File: src/rtl/tmr_fe_pkg.sv
package tmr_fe_pkg;

    typedef enum logic [1:0] {
        PH_HALT = 2'd0,
        PH_LOW  = 2'd1,
        PH_HIGH = 2'd2
    } phase_e;

    typedef enum logic {
        CN_LOAD = 1'b0,
        CN_RUN  = 1'b1
    } cnt_state_e;

    localparam int unsigned FLG_CMP = 0;
    localparam int unsigned FLG_TG  = 1;
    localparam int unsigned FLG_TO  = 2;
    localparam int unsigned NUM_SRC = 3;

endpackage

File: src/rtl/tfe_src_sel.sv
module tfe_src_sel
    import tmr_fe_pkg::*;
#(
    parameter int unsigned SYNC_STAGES = 2
) (
    input  logic clk,
    input  logic rst_n,
    input  logic tin,
    input  logic tgate_n,
    input  logic ext_sel,
    input  logic clk_en,
    input  logic gate_en,
    input  logic capcmp_mode,
    output logic src_tick,
    output logic gate_edge
);

    localparam int unsigned LAST = SYNC_STAGES;

    logic [LAST:0] tin_sh;
    logic [LAST:0] gate_sh;
    logic          tin_rise;
    logic          gate_act;
    logic          run;
    logic          int_tick;
    phase_e        state_q;
    phase_e        state_d;

    // synchronizers with one extra stage for edge detection
    always_ff @(posedge clk) begin
        if (!rst_n) begin
            tin_sh  <= '0;
            gate_sh <= '1;
        end else begin
            tin_sh  <= {tin_sh[LAST-1:0], tin};
            gate_sh <= {gate_sh[LAST-1:0], tgate_n};
        end
    end

    assign tin_rise  = tin_sh[LAST-1] & ~tin_sh[LAST];
    assign gate_act  = ~gate_sh[LAST-1];
    assign gate_edge = gate_act & gate_sh[LAST];
    assign run       = clk_en & (~gate_en | capcmp_mode | gate_act);

    // phase state register
    always_ff @(posedge clk) begin
        if (!rst_n) state_q <= PH_HALT;
        else        state_q <= state_d;
    end

    // next state
    always_comb begin
        state_d = state_q;
        unique case (state_q)
            PH_HALT: state_d = run ? PH_LOW  : PH_HALT;
            PH_LOW:  state_d = run ? PH_HIGH : PH_HALT;
            PH_HIGH: state_d = run ? PH_LOW  : PH_HALT;
            default: state_d = PH_HALT;
        endcase
    end

    // outputs
    always_comb begin
        int_tick = (state_q == PH_LOW) & run;
        src_tick = ext_sel ? (tin_rise & run) : int_tick;
    end


    clk_halt_chk: assert property (@(posedge clk) disable iff (!rst_n)
        !clk_en |=> (state_q == PH_HALT));


    gate_block_chk: assert property (@(posedge clk) disable iff (!rst_n)
        (gate_en && !capcmp_mode && gate_sh[LAST-1]) |-> !src_tick);

endmodule

File: src/rtl/tfe_prescale.sv
module tfe_prescale #(
    parameter int unsigned PRE_W = 8,
    parameter int unsigned TAP_W = 3
) (
    input  logic             clk,
    input  logic             rst_n,
    input  logic             src_tick,
    input  logic [TAP_W-1:0] tap_sel,
    output logic             tap_tick
);

    localparam int unsigned NTAP = 1 << TAP_W;

    logic [PRE_W-1:0] pre_q;
    logic [NTAP-1:0]  tap_hit;

    always_ff @(posedge clk) begin
        if (!rst_n)        pre_q <= '1;
        else if (src_tick) pre_q <= pre_q - 1'b1;
    end

    for (genvar k = 0; k < NTAP; k++) begin : g_tap
        if (k < PRE_W) begin : g_hit
            assign tap_hit[k] = ~|pre_q[k:0];
        end else begin : g_none
            assign tap_hit[k] = 1'b0;
        end
    end

    assign tap_tick = src_tick & tap_hit[tap_sel];


    pre_hold_chk: assert property (@(posedge clk) disable iff (!rst_n)
        !src_tick |=> $stable(pre_q));

endmodule

File: src/rtl/tfe_counter.sv
module tfe_counter
    import tmr_fe_pkg::*;
#(
    parameter int unsigned CNT_W = 16
) (
    input  logic             clk,
    input  logic             rst_n,
    input  logic             step,
    input  logic [CNT_W-1:0] preload,
    output logic [CNT_W-1:0] count,
    output logic             wrap
);

    cnt_state_e       state_q;
    cnt_state_e       state_d;
    logic [CNT_W-1:0] count_q;

    always_ff @(posedge clk) begin
        if (!rst_n) state_q <= CN_LOAD;
        else        state_q <= state_d;
    end

    always_comb begin
        state_d = state_q;
        unique case (state_q)
            CN_LOAD: state_d = CN_RUN;
            CN_RUN:  state_d = CN_RUN;
            default: state_d = CN_LOAD;
        endcase
    end

    assign wrap = (state_q == CN_RUN) & step & (count_q == '0);

    always_ff @(posedge clk) begin
        if (!rst_n) begin
            count_q <= '0;
        end else begin
            unique case (state_q)
                CN_LOAD: count_q <= preload;
                CN_RUN: begin
                    if (wrap)      count_q <= preload;
                    else if (step) count_q <= count_q - 1'b1;
                end
                default: count_q <= preload;
            endcase
        end
    end

    assign count = count_q;


    wrap_reload_chk: assert property (@(posedge clk) disable iff (!rst_n)
        (state_q == CN_RUN && step && count_q == '0) |=> (count_q == $past(preload)));


    cnt_hold_chk: assert property (@(posedge clk) disable iff (!rst_n)
        (state_q == CN_RUN && !step) |=> $stable(count_q));

endmodule

File: src/rtl/tfe_irq.sv
module tfe_irq #(
    parameter int unsigned NSRC = 3
) (
    input  logic            clk,
    input  logic            rst_n,
    input  logic [NSRC-1:0] set_evt,
    input  logic [NSRC-1:0] clr,
    input  logic [NSRC-1:0] en,
    output logic [NSRC-1:0] flags,
    output logic            irq
);

    logic [NSRC-1:0] flags_q;

    for (genvar i = 0; i < NSRC; i++) begin : g_flag
        always_ff @(posedge clk) begin
            if (!rst_n)          flags_q[i] <= 1'b0;
            else if (set_evt[i]) flags_q[i] <= 1'b1;
            else if (clr[i])     flags_q[i] <= 1'b0;
        end
    end

    assign flags = flags_q;
    assign irq   = |(flags_q & en);


    full_clear_chk: assert property (@(posedge clk) disable iff (!rst_n)
        (clr == '1 && set_evt == '0) |=> (flags_q == '0));


    polling_quiet_chk: assert property (@(posedge clk) disable iff (!rst_n)
        (en == '0) |-> !irq);

endmodule

File: src/rtl/tmr_clk_front.sv
module tmr_clk_front
    import tmr_fe_pkg::*;
#(
    parameter int unsigned CNT_W       = 16,
    parameter int unsigned PRE_W       = 8,
    parameter int unsigned TAP_W       = 3,
    parameter int unsigned SYNC_STAGES = 2
) (
    input  logic             clk,
    input  logic             rst_n,
    input  logic             tin,
    input  logic             tgate_n,
    input  logic             ext_sel,
    input  logic             clk_en,
    input  logic             gate_en,
    input  logic             capcmp_mode,
    input  logic             pre_sel,
    input  logic [TAP_W-1:0] tap_sel,
    input  logic [CNT_W-1:0] preload,
    input  logic [2:0]       irq_en,
    input  logic [2:0]       flag_clr,
    input  logic             cmp_evt,
    output logic             cnt_tick,
    output logic [CNT_W-1:0] count,
    output logic [2:0]       flags,
    output logic             irq
);

    logic                src_tick;
    logic                gate_edge;
    logic                tap_tick;
    logic                wrap;
    logic [NUM_SRC-1:0]  set_evt;

    tfe_src_sel #(.SYNC_STAGES(SYNC_STAGES)) u_src (
        .clk         (clk),
        .rst_n       (rst_n),
        .tin         (tin),
        .tgate_n     (tgate_n),
        .ext_sel     (ext_sel),
        .clk_en      (clk_en),
        .gate_en     (gate_en),
        .capcmp_mode (capcmp_mode),
        .src_tick    (src_tick),
        .gate_edge   (gate_edge)
    );

    tfe_prescale #(.PRE_W(PRE_W), .TAP_W(TAP_W)) u_pre (
        .clk      (clk),
        .rst_n    (rst_n),
        .src_tick (src_tick),
        .tap_sel  (tap_sel),
        .tap_tick (tap_tick)
    );

    assign cnt_tick = pre_sel ? tap_tick : src_tick;

    tfe_counter #(.CNT_W(CNT_W)) u_cnt (
        .clk     (clk),
        .rst_n   (rst_n),
        .step    (cnt_tick),
        .preload (preload),
        .count   (count),
        .wrap    (wrap)
    );

    always_comb begin
        set_evt          = '0;
        set_evt[FLG_TO]  = wrap;
        set_evt[FLG_TG]  = gate_edge;
        set_evt[FLG_CMP] = cmp_evt;
    end

    tfe_irq #(.NSRC(NUM_SRC)) u_irq (
        .clk     (clk),
        .rst_n   (rst_n),
        .set_evt (set_evt),
        .clr     (flag_clr),
        .en      (irq_en),
        .flags   (flags),
        .irq     (irq)
    );


    ext_only_chk: assert property (@(posedge clk) disable iff (!rst_n)
        (ext_sel && !pre_sel && $stable(tin) && $past($stable(tin))
         && $past($stable(tin), 2)) |-> !cnt_tick);

endmodule

File: config.mk
export PLATFORM = sky130hd
export DESIGN_NAME = tmr_clk_front
export DESIGN_NICKNAME = d
export VERILOG_FILES = /design/src/rtl/tmr_fe_pkg.sv /design/src/rtl/tfe_src_sel.sv /design/src/rtl/tfe_prescale.sv /design/src/rtl/tfe_counter.sv /design/src/rtl/tfe_irq.sv /design/src/rtl/tmr_clk_front.sv
export SDC_FILE = /design/constraint.sdc
export NUM_CORES = 1
export LEC_CHECK = 0
export ABC_AREA = 1
export ABC_CLOCK_PERIOD_IN_PS = 2600
export BUFFER_PORTS_ARGS = -buffer_cell sky130_fd_sc_hd__buf_2
export CORE_ASPECT_RATIO = 1.4
export CORE_MARGIN = 2
export CORE_UTILIZATION = 30
export CTS_CLUSTER_SIZE = 12
export DETAILED_ROUTE_END_ITERATION = 8
export GPL_ROUTABILITY_DRIVEN = 0
export HOLD_SLACK_MARGIN = 0.05
export PLACE_DENSITY = 0.61
export SKIP_LAST_GASP = 1
export SYNTH_ARGS = -nofsm -noshare
export SYNTH_HDL_FRONTEND = slang
export SYNTH_HIERARCHICAL = 1
export SYNTH_SLANG_ARGS = --single-unit
File: constraint.sdc
create_clock -name clk -period 2.6 [get_ports clk]
set_input_delay 0.52 -clock clk [delete_from_list [all_inputs] [get_ports clk]]
set_output_delay 0.52 -clock clk [all_outputs]
set_load 0.02 [all_outputs]
==> flow_summary.ini <==
[run_status]
outcome = finished clean

[worst_hold_path]
min_from = u_src/gate_sh[0]$_SDFF_PN1_
hold_class = reg2reg

[synth]
yosysWarnings = 6
synth_cells = 331
yosys.area.top_type = dfxtp_1
yosys_register_bits = 36
synthFlopType = dfxtp_1
synth_commonest_cells = 94 x nand2_1, 61 x inv_1, 36 x dfxtp_1, 31 x nand3_1, 23 x a21oi_1
synth_cell_types = 25
synth-async-reset-ratio_pct = 0
syn_avg_cell_area_sq_um = 6.38
synth_top_area_share_pct = 34.1
synth_area_leaders = dfxtp_1 34%, nand2_1 17%, inv_1 11%
yosysSeqAreaShare_pct = 34.1
netlist_area_sq_mm = 0.00211
synth_edf_count = 0
syn_nets = 369
synth.most_common_cell = nand2_1

[global_route]
grt_pass1_wl_microns = 8690
antenna_found_initial = 0
grt_pass1_vias = 2112
grt.total_usage_pct = 14.7
grt_start_max_net_pins = 24
grt_overflow = 0

[timing]
timing.setup.tns_ns = 0
period_minus_slack_ns = 2.28
fmax_ghz = 0.438
finalHoldViolCount = 0
worst_pin_slew_ns = 0.414
relSlewSlack_pct = 72.4
clock_skew_ns = 0.00604
post-route-period-util_pct = 87.8
finalSetupViolations = 0
slew_viol_final = 0
rsz0062_at_grt = no

[routing]
num_vias = 2170
drt_iter0_drc = 48
wirelength_microns = 5100
drt.antenna.violating_nets = 0
wl_per_cell_microns = 10.5
firstDrtPassIters = 4
via_per_inst = 4.46
drc = 0

[placed_design]
place_hpwl_microns = 4090
io_buffers = 55
placed_cells = 479

[worst_setup_path]
cp-startpoint = u_pre/pre_q[0]$_SDFFE_PN1P_
critical_path.most_common_cell = nand2_1
start_kind = flip-flop
cp_slowest_cell = dfxtp_1
crit_chain = inv_2 -> ha_1 -> inv_1 -> nand2_1 -> nand3_1 -> nand3_1 -> nand2_1 -> a21oi_1 -> nand2_1 -> nand2_1 -> buf_2
path_class = reg2out
crit_path_max_fanout = 4
end_kind = primary output
rr_startpoint = u_pre/pre_q[0]$_SDFFE_PN1P_
worstPathRequired_ns = 2.08
critPathArrivalTime_ns = 1.76
slowest_delay_ns = 0.34

[clocking]
htreeDepth = 2
clockBufferDepth = 2
cts.sinks = 36
cts_setup_buffers = 0
clk_latency_ns = 0.29
cts_buffers = 5
cts_tree = built
clk_pin_slew_worst_paths_ns = 0.07
cts-hold-fix-buffers = 0
clockRootBuffer = clkbuf_8
post_cts_resized = 0

[die]
io-pin-count = 56
dieArea_sq_mm = 0.00773
core_sq_mm = 0.00689
die_x_microns = 74.9
num_rows = 36
start_util_pct = 30.6
die_y_microns = 103

[power_and_ir_drop]
p_leak_nw = 1.39
p_total_mw = 1.44
ir_drop_uv = 264
p_per_area_mw_per_mm2 = 555

[finish]
nets = 429
final_cells = 487
layout-drive-gt1-share_pct = 24.0
diodes = 0
area_growth_pct = 23.2
finish.utilization_pct = 37.7

[flow_run]
maxCapViolations = 0
==> sequential cells by signal, indices dropped and copies added (netlist names) <==
name           cells
u_cnt/state_q      1
u_src/state_q      2
u_pre/pre_q        8
u_src/gate_sh      3
u_cnt/count       16
u_src/tin_sh       3
u_irq/flags        3
==> placed cells by master (no fill, tap or decap), types with 5 or more instances in the layout <==
master | Yosys | final
nand2_1 | 94 | 94
inv_1 | 61 | 61
buf_2 | 3 | 55
dfxtp_1 | 36 | 36
nand3_1 | 31 | 31
a21oi_1 | 23 | 23
nor2_1 | 21 | 21
o21ai_0 | 12 | 12
inv_2 | 7 | 7
clkbuf_8 | 0 | 5
nor2_2 | 5 | 5
xor2_1 | 5 | 5
o21ai_2 | 5 | 5
==> cell families (layout without fill, tap and decap cells) <==
logic type               Yosys count  in the layout  share of synthesized area (%)
flip-flops                        36             36                           34.1
buffers and inverters             73            134                           13.9
AO/OA/AOI/OAI                     48             48                           13.0
XOR/XNOR                           6              6                           2.49
AND/OR/NAND/NOR                  165            165                           34.7
adder cells (fa/ha/maj)            3              3                           1.78
==> routing by layer <==
metal	up-vias	part of all wire (%)	GRT usage [%]
met5	-	0	0
met4	0	2.5	6.73
met3	9	4.4	2.81
met2	49	54	28.7
met1	966	39	14.4
li1	1146	-	-
==> layout make-up <==
cell class / count / area (sq um)
clock buffer: 5 / 68.8
fill: 751 / 4290
timing repair buffer: 58 / 298
inverter: 68 / 255
clock inverter: 3 / 42.5
tap: 95 / 119
multi-input combinational: 222 / 1100
sequential: 36 / 721
==> stage by stage <==
| step | hold slack [ns] | cell area (sq um) | worst slack [ns] |
|---|---|---|---|
| 4_1_cts | 0.394 | 2600 | 0.276 |
| 6_report | 0.405 | 2600 | 0.317 |
| 2_1_floorplan | 0.380 | 2110 | 0.307 |
| 5_1_grt | 0.392 | 2600 | 0.00698 |
| 3_5_place_dp | 0.388 | 2490 | 0.202 |
| 3_3_place_gp | 0.385 | 2490 | 0.270 |
==> power by group <==
group / switching (mW) / total (mW) / leakage (nW) / internal, mW
logic: 0.210 / 0.335 / 1.04 / 0.125
clock network: 0.205 / 0.488 / 0.0541 / 0.284
registers: 0.0366 / 0.620 / 0.296 / 0.583
==> worst max-delay path: cells and delay by family (launching register included) <==
kind / cells / cell delay [ns]
fa+ha+maj: 1 / 0.17
flops: 1 / 0.34
compound gates: 1 / 0.14
simple gates: 6 / 0.49
buf+inv: 3 / 0.34
==> path summary, 6_finish.rpt <==
check | slack, ns | cells past startpoint | to
worst max-delay path | 0.32 | 11 | cnt_tick
worst min-delay path | 0.40 | 2 | u_src/gate_sh[1]$_SDFF_PN1_
worst max register to register | 0.33 | 18 | u_cnt/count[13]$_SDFFE_PN0P_
worst min register to register | 0.40 | 2 | u_src/gate_sh[1]$_SDFF_PN1_
Note: power is estimated with default switching activity, not from simulation.
